<file path="config.mk">
export PLATFORM = sky130hd
export DESIGN_NAME = clk_en_gen
export DESIGN_NICKNAME = d
export VERILOG_FILES = /design/src/rtl/clk_en_gen.sv
export SDC_FILE = /design/constraint.sdc
export NUM_CORES = 1
export LEC_CHECK = 0
export ABC_AREA = 0
export BUFFER_PORTS_ARGS = -buffer_cell sky130_fd_sc_hd__buf_4
export CORE_MARGIN = 5
export CORE_UTILIZATION = 45
export CTS_BUF_LIST = sky130_fd_sc_hd__clkbuf_8
export DETAILED_ROUTE_END_ITERATION = 8
export GPL_TIMING_DRIVEN = 0
export PLACE_DENSITY = 0.7
export SLEW_MARGIN = 25
export SYNTH_ARGS = -nofsm -noshare
export SYNTH_HDL_FRONTEND = slang
export SYNTH_SLANG_ARGS = --single-unit
export TNS_END_PERCENT = 30
</file>
<file path="constraint.sdc">
create_clock -name clk -period 1.56 [get_ports clk]
set_input_delay 0.156 -clock clk [delete_from_list [all_inputs] [get_ports clk]]
set_output_delay 0.156 -clock clk [all_outputs]
set_load 0.01 [all_outputs]
</file>
<file path="src/rtl/clk_en_gen.sv">
module clk_en_gen #(
  parameter int CNT_W = 8
) (
  input  logic             clk,
  input  logic             rst,
  input  logic [CNT_W-1:0] div_sel,
  input  logic [1:0]       mode,
  output logic             tick,
  output logic             tap_level
);
  localparam int          TAP_W    = (CNT_W > 1) ? $clog2(CNT_W) : 1;
  localparam logic [1:0]  RUN_CODE = 2'b10;

  logic [CNT_W-1:0] cnt;
  logic [TAP_W-1:0] tap, tap_q;
  logic             run, tap_bit, moved;

  always_comb begin
    tap = '0;
    for (int i = 1; i < CNT_W; i++)
      if (div_sel[i]) tap = TAP_W'(i);
  end

  assign run     = (mode == RUN_CODE);
  assign tap_bit = cnt[tap];
  assign moved   = (tap != tap_q);

  always_ff @(posedge clk) begin
    if (rst || !run) begin
      cnt       <= '0;
      tick      <= 1'b0;
      tap_level <= 1'b0;
      tap_q     <= tap;
    end else begin
      cnt       <= cnt + 1'b1;
      tap_q     <= tap;
      tap_level <= tap_bit;
      tick      <= tap_bit & ~tap_level & ~moved;
    end
  end
endmodule


</file>
==> metrics <==
Post-CTS Setup Repair Bufs=0; Hold Buf Count CTS=0; CP Launch Point=div_sel[7]; final instance area=774 um2; DR WL/cell=11.7 um; Worst R2R End=tick; RSZ-0062 raised after global routing=no; Yosys cell types=29; GPL Wtd Cong=0.716; DRC viols=0; total CTS buffers=3; GRT Util Overall=0.131; crit-path max FO=5; post-synth top area cell=dfxtp_1; Layout Skew=0.00326 ns; Util after Layout=0.603; Slew @ Worst Pin=0.368 ns; router iterations before antenna repair=4; synthesized netlist cell count=69; Crit path depth=6; port bufs=12; Die Area=2190 um2; reg2reg setup slack=0.27 ns; Worst path max stage delay=0.53 ns; Startpoint Class=input port; die width=46.8 um; Clock Path Buffers=2; final-report hold violation count=0; CP bufs+invs=2; Post-synth top cells=dfxtp_1 (13), nor2_1 (13), xor2_1 (6); FMAX=697 MHz; mapped cell area=611 um2; slowest CP cell=or4_4; Slew headroom=0.754; pwr/cell area=901 nW/um2; Initial Utilization=0.475; Leak=0.307 nW; GRT Residual Overflow=0; Arrival @ worst endpoint=1.59 ns; Worst EP required=1.71 ns; core area=1280 um2; Worst-path clk slew=0.05 ns; Hold/Removal Path Class=in2reg; family with the most delay on the worst path=simple AND/OR/NAND/NOR gates; vias=511; FFs w/ async S/R, synth=0; initial antenna violation count=0; #FFs+latches synth=13; fin crit period=1.43 ns; Antenna Violating Nets Remaining=0; placement row count=13; fin nets=99; worst reg2reg startpoint=cnt[5]; Root Buffer=clkbuf_8; vias in the first global route=502; Area Overhead vs Synth=26.8%; hpwl dp=885 um; crit-path cells=buf_4, or4_4, buf_6, xor2_1, or3_1, nor4_2; main flop type after synthesis=dfxtp_1; final setup fails=0; min setup slack post-route=0.126 ns; register area share after synthesis=0.426; synth top area cells=dfxtp_1 (43%), xor2_1 (8.6%), nor2_1 (8.0%), xnor2_1 (4.3%), nand3_1 (3.3%); period utilization=0.920; Top Ports=14; CTS Sinks=13; initial DRC count=7; ant diodes=0; yosys warns=0; Final Max Slew Viols=0; CTS H-tree depth=1; Max rail drop VDD=0.664 mV; Clk Latency, worst-skew pair=0.24 ns; Mapped Nets=82; Critical Path Sink Type=flip-flop; max_cap viols=0; largest net degree at the start of global routing=10; post-cts gate resize count=0; cells on worst reg2reg path=5; first-pass GRT wire length=2030 um; WL final=1170 um; Mean Syn Cell Area=8.85 um2; Post-synth EDFFs=0; end of the critical path=tick; Synth top area share=0.426; crit path kind=in2reg; pre-CTS setup slack=-0.121 ns; Die Y=46.8 um; via/cell ratio=5.11; ratio of cells with drive above 1 in the final layout=0.235; outcome=complete, no violations; CTS tree=done; Placed Area=719 um2
[cell type report]
type,count,area (um2)
Buffer,2,15.0
Clock buffer,3,41.3
Clock inverter,1,3.75
Fill cell,123,510
Inverter,4,15.0
Multi-Input combinational cell,50,330
Sequential cell,13,260
Tap cell,15,18.8
Timing Repair Buffer,12,90.1
[through the flow]
step	cells	total power, mW	hold WS [ns]	setup TNS [ns]
2_1_floorplan	69	0.381	0.292	0
3_5_place_dp	96	0.415	0.431	-0.234
6_report	100	0.698	0.187	0
4_1_cts	100	0.703	0.181	0
5_1_grt	100	0.728	0.212	0
3_3_place_gp	96	0.414	0.430	-0.225
[worst register-to-register path: cells and delay by family (launching register included)]
kind	cells	cell delay, ns
AO/OA/AOI/OAI	3	0.49
flip-flops	1	0.38
AND/OR/NAND/NOR	2	0.34
[worst min-delay path by stage]
| stage | startpoint | end | slack [ns] | cells past startpoint |
|---|---|---|---|---|
| 2_1_floorplan | div_sel[6] | tap_q[1] | 0.29 | 2 |
| 3_3_place_gp | div_sel[4] | tap_q[1] | 0.43 | 2 |
| 3_5_place_dp | div_sel[4] | tap_q[1] | 0.43 | 2 |
| 4_1_cts | div_sel[4] | tap_q[1] | 0.18 | 2 |
| 5_1_grt | div_sel[4] | tap_q[1] | 0.21 | 2 |
| 6_report | div_sel[4] | tap_q[1] | 0.19 | 2 |
[cells by family after synthesis]
kind of cell,share of synthesized area
and+or+nand+nor,0.240
DFF,0.426
AOI/OAI and AO/OA,0.129
xor gates and xnor gates,0.129
buffers and inverters,0.0389
muxes,0.0164
adders and majority gates,0.0205
[per-layer routing]
| metal | track usage | routed length (um) | up-vias |
|---|---|---|---|
| met1 | 0.155 | 542 | 231 |
| met2 | 0.217 | 566 | 9 |
| met5 | 0 | 0 | - |
| li1 | - | - | 269 |
| met3 | 0.0345 | 49 | 2 |
| met4 | 0.0663 | 10 | 0 |
[power by group]
part	leakage, nW	internal [mW]	total, mW	switching [mW]
Sequential	0.106	0.339	0.342	0.00356
Combinational	0.174	0.0352	0.0681	0.0329
Clock	0.0269	0.173	0.288	0.114
Total	0.307	0.547	0.698	0.151
[placed cells by master, fill, tap and decap left out, drive strengths merged]
| master | n |
|---|---|
| nand2 | 3 |
| a21oi | 1 |
| a211o | 1 |
| o311a | 1 |
| or3b | 1 |
| clkbuf | 4 |
| or2 | 1 |
| o21ai | 1 |
| dfxtp | 13 |
| buf | 13 |
| nor4 | 3 |
| ha | 1 |
| nand3 | 4 |
| o211ai | 1 |
| or4 | 1 |
| a211oi | 1 |
| a21boi | 1 |
| or3 | 1 |
| nand2b | 1 |
| a311o | 1 |
| nor2 | 13 |
| mux2i | 1 |
| inv | 5 |
| a221oi | 1 |
| xnor2 | 3 |
| o31ai | 1 |
| xor2 | 6 |
| nor2b | 1 |
[flip-flops by register name, summed over array words and instances, names as in the netlist]
name,count
cnt,8
tap_level,1
tap_q,3
tick,1
No activity file was read; power rests on OpenSTA's default activity.
